$ cat src/rtl/dtt_pkg.sv
package dtt_pkg;

  localparam int ADDR_W = 7;
  localparam int DATA_W = 32;

  typedef enum logic [1:0] {
    OP_LOAD = 2'd0,
    OP_HOLD = 2'd1,
    OP_RUN  = 2'd2,
    OP_BAD  = 2'd3
  } tmr_op_e;

  // control word layout: src in [4:2], op in [1:0]
  typedef struct packed {
    logic [2:0] src;
    tmr_op_e    op;
  } tmr_ctrl_t;

  localparam tmr_ctrl_t CTRL_RST = '{src: 3'd0, op: OP_HOLD};

  // per-timer offsets inside a 16-byte slot
  localparam logic [3:0] OFS_RELOAD = 4'h0;
  localparam logic [3:0] OFS_COUNT  = 4'h4;
  localparam logic [3:0] OFS_CTRL   = 4'h8;

  // shared offsets
  localparam logic [ADDR_W-1:0] ADR_TIME   = 7'h38;
  localparam logic [ADDR_W-1:0] ADR_MASK   = 7'h48;
  localparam logic [ADDR_W-1:0] ADR_ACK    = 7'h4C;
  localparam logic [ADDR_W-1:0] ADR_RAW    = 7'h50;
  localparam logic [ADDR_W-1:0] ADR_MASKED = 7'h54;

  // tick source decode: 1 external, 4..7 internal lanes, else none
  function automatic logic tick_pick(input logic [2:0] src,
                                     input logic       ext,
                                     input logic [3:0] lanes);
    logic t;
    t = 1'b0;
    if (src == 3'd1)
      t = ext;
    else if (src[2])
      t = lanes[src[1:0]];
    return t;
  endfunction

endpackage

$ cat src/rtl/dtt_counter.sv
module dtt_counter
  import dtt_pkg::*;
#(
  parameter int CNT_W = 32
) (
  input  logic             clk,
  input  logic             rst_n,
  input  logic             reload_wr,
  input  logic             ctrl_wr,
  input  logic [CNT_W-1:0] wr_value,
  input  tmr_ctrl_t        ctrl_in,
  input  logic             tick_ext,
  input  logic [3:0]       tick_int,
  output logic [CNT_W-1:0] count_q,
  output logic [CNT_W-1:0] reload_q,
  output tmr_ctrl_t        ctrl_q,
  output logic             tick_en,
  output logic             expire
);

  function automatic logic [CNT_W-1:0] step_count(input logic [CNT_W-1:0] cur,
                                                  input logic [CNT_W-1:0] rel);
    return (cur == '0) ? rel : cur - 1'b1;
  endfunction

  logic src_tick;

  always_comb begin
    src_tick = tick_pick(ctrl_q.src, tick_ext, tick_int);
    // a control write in the same cycle takes precedence over counting
    tick_en  = src_tick && (ctrl_q.op == OP_RUN) && !ctrl_wr;
    expire   = tick_en && (count_q == '0);
  end

  always_ff @(posedge clk) begin
    if (!rst_n) begin
      count_q  <= '0;
      reload_q <= '0;
      ctrl_q   <= CTRL_RST;
    end else begin
      if (reload_wr)
        reload_q <= wr_value;
      if (ctrl_wr) begin
        ctrl_q <= ctrl_in;
        if (ctrl_in.op == OP_LOAD)
          count_q <= reload_q;
      end else if (tick_en) begin
        count_q <= step_count(count_q, reload_q);
      end
    end
  end

endmodule

$ cat src/rtl/dtt_irq.sv
module dtt_irq #(
  parameter int N_TMR = 2
) (
  input  logic             clk,
  input  logic             rst_n,
  input  logic             mask_wr,
  input  logic             ack_wr,
  input  logic [N_TMR-1:0] wr_bits,
  input  logic [N_TMR-1:0] expire,
  output logic [N_TMR-1:0] mask_q,
  output logic [N_TMR-1:0] raw_q,
  output logic [N_TMR-1:0] masked,
  output logic             irq
);

  // clear acknowledged bits first, then let fresh expiries set them again
  function automatic logic [N_TMR-1:0] raw_next(input logic [N_TMR-1:0] cur,
                                                input logic [N_TMR-1:0] clr,
                                                input logic [N_TMR-1:0] set);
    return (cur & ~clr) | set;
  endfunction

  logic [N_TMR-1:0] clr_bits;

  always_comb begin
    clr_bits = ack_wr ? wr_bits : '0;
    masked   = raw_q & mask_q;
    irq      = |masked;
  end

  always_ff @(posedge clk) begin
    if (!rst_n) begin
      raw_q  <= '0;
      mask_q <= '0;
    end else begin
      raw_q <= raw_next(raw_q, clr_bits, expire);
      if (mask_wr)
        mask_q <= wr_bits;
    end
  end

endmodule

$ cat src/rtl/dtt_regbus.sv
module dtt_regbus
  import dtt_pkg::*;
#(
  parameter int N_TMR  = 2,
  parameter int CNT_W  = 32,
  parameter int TIME_W = 32
) (
  input  logic                         bus_sel,
  input  logic                         bus_wr,
  input  logic [ADDR_W-1:0]            bus_addr,
  input  logic [3:0]                   bus_be,
  input  logic [DATA_W-1:0]            bus_wdata,
  input  logic [N_TMR-1:0][CNT_W-1:0]  reload_q,
  input  logic [N_TMR-1:0][CNT_W-1:0]  count_q,
  input  tmr_ctrl_t [N_TMR-1:0]        ctrl_q,
  input  logic [TIME_W-1:0]            time_q,
  input  logic [N_TMR-1:0]             mask_q,
  input  logic [N_TMR-1:0]             raw_q,
  input  logic [N_TMR-1:0]             masked,
  output logic [N_TMR-1:0]             reload_wr,
  output logic [N_TMR-1:0]             ctrl_wr,
  output logic                         mask_wr,
  output logic                         ack_wr,
  output logic                         bus_err,
  output logic [DATA_W-1:0]            bus_rdata
);

  localparam int SLOT_W = ADDR_W - 4;

  logic             full_word;
  logic             wr_ok;
  logic             rd_ok;
  logic             bad_op;
  logic [N_TMR-1:0] slot_hit;
  logic [N_TMR-1:0] ctrl_hit;

  assign full_word = (bus_be == 4'hF);
  assign bad_op    = (tmr_op_e'(bus_wdata[1:0]) == OP_BAD);

  genvar gi;
  generate
    for (gi = 0; gi < N_TMR; gi++) begin : g_slot
      assign slot_hit[gi]  = (bus_addr[ADDR_W-1:4] == SLOT_W'(gi));
      assign ctrl_hit[gi]  = slot_hit[gi] && (bus_addr[3:0] == OFS_CTRL);
      assign reload_wr[gi] = wr_ok && slot_hit[gi] && (bus_addr[3:0] == OFS_RELOAD);
      assign ctrl_wr[gi]   = wr_ok && ctrl_hit[gi] && !bad_op;
    end
  endgenerate

  always_comb begin
    wr_ok   = bus_sel && bus_wr && full_word;
    rd_ok   = bus_sel && !bus_wr && full_word;
    mask_wr = wr_ok && (bus_addr == ADR_MASK);
    ack_wr  = wr_ok && (bus_addr == ADR_ACK);
    bus_err = bus_sel && (!full_word || (bus_wr && (|ctrl_hit) && bad_op));
  end

  always_comb begin
    bus_rdata = '0;
    if (rd_ok) begin
      for (int i = 0; i < N_TMR; i++) begin
        if (slot_hit[i]) begin
          case (bus_addr[3:0])
            OFS_RELOAD: bus_rdata = DATA_W'(reload_q[i]);
            OFS_COUNT:  bus_rdata = DATA_W'(count_q[i]);
            OFS_CTRL:   bus_rdata = DATA_W'(ctrl_q[i]);
            default:    bus_rdata = '0;
          endcase
        end
      end
      case (bus_addr)
        ADR_TIME:   bus_rdata = DATA_W'(time_q);
        ADR_MASK:   bus_rdata = DATA_W'(mask_q);
        ADR_RAW:    bus_rdata = DATA_W'(raw_q);
        ADR_MASKED: bus_rdata = DATA_W'(masked);
        default:    ;
      endcase
    end
  end

endmodule

$ cat src/rtl/dual_tick_timer.sv
module dual_tick_timer
  import dtt_pkg::*;
#(
  parameter int N_TMR  = 2,
  parameter int CNT_W  = 32,
  parameter int TIME_W = 32
) (
  input  logic              clk,
  input  logic              rst_n,
  input  logic              bus_sel,
  input  logic              bus_wr,
  input  logic [ADDR_W-1:0] bus_addr,
  input  logic [3:0]        bus_be,
  input  logic [DATA_W-1:0] bus_wdata,
  output logic [DATA_W-1:0] bus_rdata,
  output logic              bus_err,
  input  logic              tick_ext,
  input  logic [3:0]        tick_int,
  input  logic              time_tick,
  output logic              irq
);

  logic [N_TMR-1:0][CNT_W-1:0] reload_q;
  logic [N_TMR-1:0][CNT_W-1:0] count_q;
  tmr_ctrl_t [N_TMR-1:0]       ctrl_q;
  logic [N_TMR-1:0]            reload_wr;
  logic [N_TMR-1:0]            ctrl_wr;
  logic [N_TMR-1:0]            tick_en;
  logic [N_TMR-1:0]            expire;
  logic [N_TMR-1:0]            mask_q;
  logic [N_TMR-1:0]            raw_q;
  logic [N_TMR-1:0]            masked;
  logic                        mask_wr;
  logic                        ack_wr;
  logic [TIME_W-1:0]           time_q;

  dtt_regbus #(.N_TMR(N_TMR), .CNT_W(CNT_W), .TIME_W(TIME_W)) u_regbus (
    .bus_sel   (bus_sel),
    .bus_wr    (bus_wr),
    .bus_addr  (bus_addr),
    .bus_be    (bus_be),
    .bus_wdata (bus_wdata),
    .reload_q  (reload_q),
    .count_q   (count_q),
    .ctrl_q    (ctrl_q),
    .time_q    (time_q),
    .mask_q    (mask_q),
    .raw_q     (raw_q),
    .masked    (masked),
    .reload_wr (reload_wr),
    .ctrl_wr   (ctrl_wr),
    .mask_wr   (mask_wr),
    .ack_wr    (ack_wr),
    .bus_err   (bus_err),
    .bus_rdata (bus_rdata)
  );

  genvar gi;
  generate
    for (gi = 0; gi < N_TMR; gi++) begin : g_tmr
      dtt_counter #(.CNT_W(CNT_W)) u_cnt (
        .clk       (clk),
        .rst_n     (rst_n),
        .reload_wr (reload_wr[gi]),
        .ctrl_wr   (ctrl_wr[gi]),
        .wr_value  (bus_wdata[CNT_W-1:0]),
        .ctrl_in   (tmr_ctrl_t'(bus_wdata[4:0])),
        .tick_ext  (tick_ext),
        .tick_int  (tick_int),
        .count_q   (count_q[gi]),
        .reload_q  (reload_q[gi]),
        .ctrl_q    (ctrl_q[gi]),
        .tick_en   (tick_en[gi]),
        .expire    (expire[gi])
      );
    end
  endgenerate

  dtt_irq #(.N_TMR(N_TMR)) u_irq (
    .clk     (clk),
    .rst_n   (rst_n),
    .mask_wr (mask_wr),
    .ack_wr  (ack_wr),
    .wr_bits (bus_wdata[N_TMR-1:0]),
    .expire  (expire),
    .mask_q  (mask_q),
    .raw_q   (raw_q),
    .masked  (masked),
    .irq     (irq)
  );

  always_ff @(posedge clk) begin
    if (!rst_n)
      time_q <= '0;
    else if (time_tick)
      time_q <= time_q + 1'b1;
  end

endmodule

$ cat config.mk
export PLATFORM = sky130hd
export DESIGN_NAME = dual_tick_timer
export DESIGN_NICKNAME = d
export VERILOG_FILES = /design/src/rtl/dtt_pkg.sv /design/src/rtl/dtt_counter.sv /design/src/rtl/dtt_irq.sv /design/src/rtl/dtt_regbus.sv /design/src/rtl/dual_tick_timer.sv
export SDC_FILE = /design/constraint.sdc
export NUM_CORES = 1
export LEC_CHECK = 0
export ABC_AREA = 0
export CAP_MARGIN = 15
export CORE_MARGIN = 4
export CORE_UTILIZATION = 52
export CTS_BUF_LIST = sky130_fd_sc_hd__clkbuf_8
export DETAILED_ROUTE_END_ITERATION = 8
export DONT_BUFFER_PORTS = 1
export MAX_ROUTING_LAYER = met4
export PLACE_DENSITY_LB_ADDON = 0.2
export SLEW_MARGIN = 40
export SYNTH_ARGS = -nofsm -noshare
export SYNTH_HDL_FRONTEND = slang
export SYNTH_HIERARCHICAL = 1
export SYNTH_SLANG_ARGS = --single-unit
$ cat constraint.sdc
create_clock -name clk -period 2.5 [get_ports clk]
set_input_delay 0 -clock clk [delete_from_list [all_inputs] [get_ports clk]]
set_output_delay 0 -clock clk [all_outputs]
set_load 0.02 [all_outputs]
==> impl_results.md, run 1 <==
* Area after DPL at 0.0115 mm²
* CTS Buffer Depth at 2
* Mapped Area at 0.0106 mm²
* Busiest metal layer after global routing: met2
* Post-route setup slack at a little over 0.1 ns
* Final period util at 0.959
* Core box area at 0.0197 mm²
* I/O pins at 87
* DR WL/cell at around 22 µm
* Worst Setup Start Kind: flop
* Rel. slew slack at 0.534
* CP endpoint kind: flop
* # fillers at 1718
* Rows at 51
* Reg2reg path depth at 6
* Hold Crit Depth at 2
* RSZ-0062 raised after global routing: false
* Tmin final at 2.40 ns
* Global-route wire length before repair at between 50000 and 60000 µm
* Initial antenna violation count at 0
* 1st-iter DRT viols at roughly 1300
* Diodes inserted at 0
* Latest clock arrival within the worst-skew pair at 0.48 ns
* Setup violations, final at 0
* H-Tree Depth at 4
* Hold Vio Cnt, Final at 0
* Min-delay worst type: input pin to flop
* PD cells at 422 mW/mm²
* Synth warn at 6
* RD Place Congestion at 1.00
* Met1 Use GR at 0.464
* Place WS at -0.108 ns
* Die width at between 150 and 200 µm
* Largest net degree at the start of global routing at 99
* Slew @ Worst Pin at ~0.70 ns
* Avg Cell Area, Syn at about 8.4 µm²
* Worst Clk Skew at around 0.021 ns
* DPL Wire Length at 25700 µm
* Root Driver: clkbuf_8
* Layout Nets at 1400
* Crit path max fanout at 22
* WS Path Type: flop to flop
* Clock Power Share at 0.420
* Max Cap Viol at 0
* M2 GR Usage at 0.469
* Commonest non-fill, non-tap cell in the layout: dfxtp_1
* Max rail drop VDD at roughly 0.33 mV
* CP arrival at between 2 and 3 ns
* Via count at 10700
* Achievable clock frequency at 417 MHz
* Internal at roughly 3900 µW
* Synth Instances at 1263
* Setup bufs post-CTS at 0
* Final ANT Viol Nets at 0
* Via density at around 6.6
* Syn nets at 1321
* GRT Total Usage at 0.323
* Met3 global-route usage at 0.0554
* Run status: complete, no violations
* Layout area overhead at 16.8%
* Most frequent cells in the layout: dfxtp_1, nor2_1, buf_4, mux2i_1, nand2_1
* Critical Path RT at 2.86 ns
* Die Height at 151 µm
* Final Max Slew Viols at 0
* Total gr overflow at 0
* Share of layout cells above drive strength 1 at 0.151
* Sw frac at 0.251
* Final wirelength at 36200 µm
* Comb pwr share at 0.047
* Reg power frac at 0.533
* Number of global-route vias before repair at around 9600
* Leak pwr at 0.00451 µW
* Die ar. at 0.0227 mm²
* Post-route cell area at ~0.012 mm²
* CTS Sinks at 174
* NetSw at ~1300 µW
* Worst-path clk slew at 0.11 ns
* CTS tree: yes
* Initial core utilization at 0.536
* Number of buffers created by CTS at 17
* DRC at 0
* DRT Pass-1 Iters at 5
* IO buf count at 0
[repair_timing]
item                       in CTS  in global routing
hold buffers                   43                  0
resized for setup               0                  1
setup endpoints to repair       0                  3
hold endpoints to repair      155                  0
[area by class of cell]
type / count / area (µm²) / share of cell area
repair buffers: 159 / 1410 / 0.114
inverters: 28 / 105 / 0.00851
clock buffers: 18 / 248 / 0.0201
multi-input cells: 962 / 6600 / 0.534
flip-flops and latches: 174 / 3480 / 0.282
clock inverters: 14 / 178 / 0.0144
well taps: 265 / 332 / 0.0268
[state kept, by name, summed over array words and instances (netlist names)]
name                  flops
time_q                   32
u_irq/raw_q               2
g_tmr.u_cnt/count_q      64
g_tmr.u_cnt/ctrl_q       10
u_irq/mask_q              2
g_tmr.u_cnt/reload_q     64
[worst paths after layout]
check	start	end	slack, ns
worst max-delay path	g_tmr[1].u_cnt/count_q[22]	g_tmr[1].u_cnt/count_q[19]	0.10
worst min-delay path	rst_n	time_q[6]	0.02
worst max register to register	g_tmr[1].u_cnt/count_q[22]	g_tmr[1].u_cnt/count_q[19]	0.10
worst min register to register	time_q[31]	time_q[31]	0.48
[worst max-delay path, cell delays in order (launching register included)]
cell and delay (ns):
dfxtp_1 0.40, or4_4 0.60, nor4_4 0.38, a31oi_4 0.16, buf_12 0.19, mux2_1 0.32
a32o_1 0.21
[stage by stage]
stage	utilization	setup TNS (ns)	total power [µW]	hold slack (ns)	cells
detailed placement	0.582	-0.302	2980	0.0934	1545
global route	0.627	0	5370	0.0241	1620
floorplan	-	0	2980	0.100	1263
global placement	0.582	-0.0899	2980	0.0860	1545
finish	0.627	0	5210	0.0178	1620
CTS	0.626	0	5230	0.00494	1620
[power by group through the flow]
stage               Sequential, µW  Combinational [µW]  Clock [µW]
floorplan                     2840                 135           0
global placement              2840                 141           0
detailed placement            2840                 142           0
CTS                           2780                 241        2220
global route                  2780                 262        2330
finish                        2780                 247        2190
[metal layers]
layer	up-vias	wire [µm]
li1	4986	-
met1	5101	15800
met2	537	16000
met3	52	3620
met4	0	758
met5	-	0
No activity file was read; power rests on OpenSTA's default activity.
==> run 2: changes to the inputs <==
Settings changed: CORE_MARGIN 4 to 1, PLACE_DENSITY from default to 0.76, PLACE_DENSITY_LB_ADDON 0.2 to default.
==> run 2 against run 1 <==
Via count grew 3.5%. Highest routed layer unchanged. First-iteration DRC count is 15% higher. Power is 4.2% lower.
==> impl_results.md, run 2 (synthesized netlist as in run 1, its figures left out) <==
* Hold Crit Depth at 4 (+2)
* Via density at 6.87 (+4.2%)
* Largest net degree at the start of global routing at 97 (-2.0%)
* Rel. slew slack at 0.533 (-0.00111)
* Critical Path RT at 2.88 ns (+0.02 ns)
* PD cells at 407 mW/mm² (-3.5%)
* Final Max Slew Viols at 0 (unchanged)
* Rows at 51 (unchanged)
* Reg power frac at 0.556 (+0.023)
* CTS tree: yes
* Number of buffers created by CTS at 17 (unchanged)
* WHS at 0.0449 ns (+0.0271 ns)
* Initial antenna violation count at 0 (unchanged)
* M2 GR Usage at 0.535 (+0.0663)
* Achievable clock frequency at 417 MHz (about the same)
* Crit path max fanout at 38 (+73%)
* CP endpoint kind: flop
* DPL Wire Length at 25600 µm (-0.10%)
* Leak pwr at 0.00445 µW (-1.4%)
* CTS Sinks at 174 (unchanged)
* Max Cap Viol at 0 (unchanged)
* Final wirelength at 37100 µm (+2.7%)
* Utilization after layout at 0.622 (-0.00470)
* WS Path Type: flop to flop
* Core box area at 0.0197 mm² (unchanged)
* Die ar. at 0.0209 mm² (-7.8%)
* Worst Setup Start Kind: flop
* Die width at 145 µm (-4.0%)
* Latest clock arrival within the worst-skew pair at 0.48 ns (about the same)
* Run status: complete, no violations
* Slew @ Worst Pin at 0.700 ns (+0.00166 ns)
* Layout Nets at 1389 (-0.79%)
* FF-to-FF End: g_tmr[0].u_cnt/count_q[15]
* CP arrival at 2.78 ns (+0.02 ns)
* Reg2Reg Setup Slack at 0.10 ns (about the same)
* Clock Power Share at 0.392 (-0.028)
* Global-route wire length before repair at 55400 µm (about the same)
* Layout area overhead at 16.0%
* I/O pins at 87 (unchanged)
* Share of layout cells above drive strength 1 at 0.144 (-0.00769)
* Tmin final at 2.40 ns (+0.000802 ns)
* Final period util at 0.959 (about the same)
* CTS Buffer Depth at 2 (unchanged)
* Busiest metal layer after global routing: met2
* Reg2reg path depth at 8 (+2)
* DRT Pass-1 Iters at 6 (+1)
* Met1 Use GR at 0.484 (+0.0200)
* Biggest registers after layout: g_tmr.u_cnt/count_q: 64 flops, g_tmr.u_cnt/reload_q: 64 flops, time_q: 32 flops
* Setup violations, final at 0 (unchanged)
* Commonest non-fill, non-tap cell in the layout: dfxtp_1
* Number of global-route vias before repair at 9641 (+0.14%)
* Worst-path clk slew at 0.10 ns (about the same)
* NetSw at 1330 µW (+1.6%)
* Worst r2r src: g_tmr[0].u_cnt/count_q[0]
* Initial core utilization at 0.536 (unchanged)
* Comb pwr share at 0.051 (+0.004)
* GRT Total Usage at 0.361 (+0.0376)
* 1st-iter DRT viols at 1471 (+15%)
* # fillers at 1702 (-0.93%)
* Hold Startpoint: time_tick
* Sw frac at 0.266 (+0.0151)
* Met3 global-route usage at 0.0801 (+0.0247)
* Via count at 11000 (+3.5%)
* RSZ-0062 raised after global routing: false
* Max rail drop VDD at 0.370 mV (+14%)
* Hold Vio Cnt, Final at 0 (unchanged)
* DR WL/cell at 23.1 µm (+3.4%)
* H-Tree Depth at 4 (unchanged)
* Diodes inserted at 0 (unchanged)
* Internal at 3660 µW (-6.1%)
* Worst hold endpoint: time_q[5]
* Total gr overflow at 0 (unchanged)
* Die Height at 145 µm (-4.0%)
* Root Driver: clkbuf_8
* RD Place Congestion at 1.03 (+2.2%)
* Most frequent cells in the layout: dfxtp_1, nor2_1, mux2i_1, buf_4, nand2_1
* IO buf count at 0 (unchanged)
* Pwr Total at 4990 µW (-4.2%)
* Min-delay worst type: input pin to flop
* Worst Clk Skew at 0.0144 ns (-0.00677 ns)
* DRC at 0 (unchanged)
* Final ANT Viol Nets at 0 (unchanged)
-- run 2: changes by cell type in the layout (fill, tap and decap cells not counted), moves of 2 or more --
cell / delta
clkinv_4: +2
buf_4: -15
clkbuf_8: +2
dlygate4sd3_1: +2
bufinv_16: -3
-- run 2: repair_timing --
action	4_1_cts	5_1_grt
hold buffers	45	0
gates resized for setup	0	2
setup buffers	0	3
endpoints found under the hold margin	155	0
setup endpoints to repair	0	28
-- run 2: power by group through the flow --
stage          clock network (µW)  registers (µW)  logic (µW)
2_1_floorplan                   0            2840         135
3_3_place_gp                    0            2840         143
3_5_place_dp                    0            2840         145
4_1_cts                      1990            2780         247
5_1_grt                      2080            2780         269
6_report                     1960            2780         257
-- run 2: area by class of cell --
cell class,instances,area (µm²),area share
Clock buffer,20,275,0.0224
Clock inverter,12,100,0.00816
Inverter,28,105,0.00857
Multi-Input combinational cell,962,6610,0.539
Sequential cell,174,3480,0.284
Tap cell,265,332,0.0270
Timing Repair Buffer,148,1360,0.111
-- run 2: how the worst max path moves through the flow --
stage / depth (start not counted) / to / from / slack [ns]
floorplan: 11 / g_tmr[1].u_cnt/count_q[10] / bus_addr[2] / 0.05
global placement: 9 / g_tmr[0].u_cnt/count_q[17] / bus_addr[1] / -0.04
detailed placement: 10 / g_tmr[0].u_cnt/count_q[29] / bus_addr[1] / 0.06
CTS: 8 / g_tmr[1].u_cnt/reload_q[24] / bus_addr[0] / 0.06
global route: 8 / g_tmr[0].u_cnt/count_q[19] / g_tmr[0].u_cnt/count_q[0] / 0.007
finish: 8 / g_tmr[0].u_cnt/count_q[15] / g_tmr[0].u_cnt/count_q[0] / 0.10
-- run 2: per-stage QoR --
step	area (µm²)	setup slack, ns	setup TNS [ns]	instances
6_report	12300	0.103	0	1609
3_3_place_gp	11400	-0.0372	-0.492	1528
4_1_cts	12200	0.0565	0	1605
5_1_grt	12300	0.00714	0	1609
3_5_place_dp	11400	0.0632	0	1528
2_1_floorplan	10600	0.0483	0	1263
-- run 2: layer usage --
| layer | vias up | part of all wire |
|---|---|---|
| met3 | 71 | 0.11 |
| li1 | 4975 | - |
| met1 | 5350 | 0.42 |
| met4 | 0 | 0.023 |
| met2 | 650 | 0.45 |
| met5 | - | 0 |
-- run 2: worst max-delay path, cell delays in order, from the launching register on --
cell and delay [ns]:
dfxtp_1 0.38, inv_1 0.12, ha_1 0.17, or4b_1 0.48, nor4_4 0.25, a31oi_4 0.13
buf_12 0.21, mux2_1 0.35, a32o_1 0.20
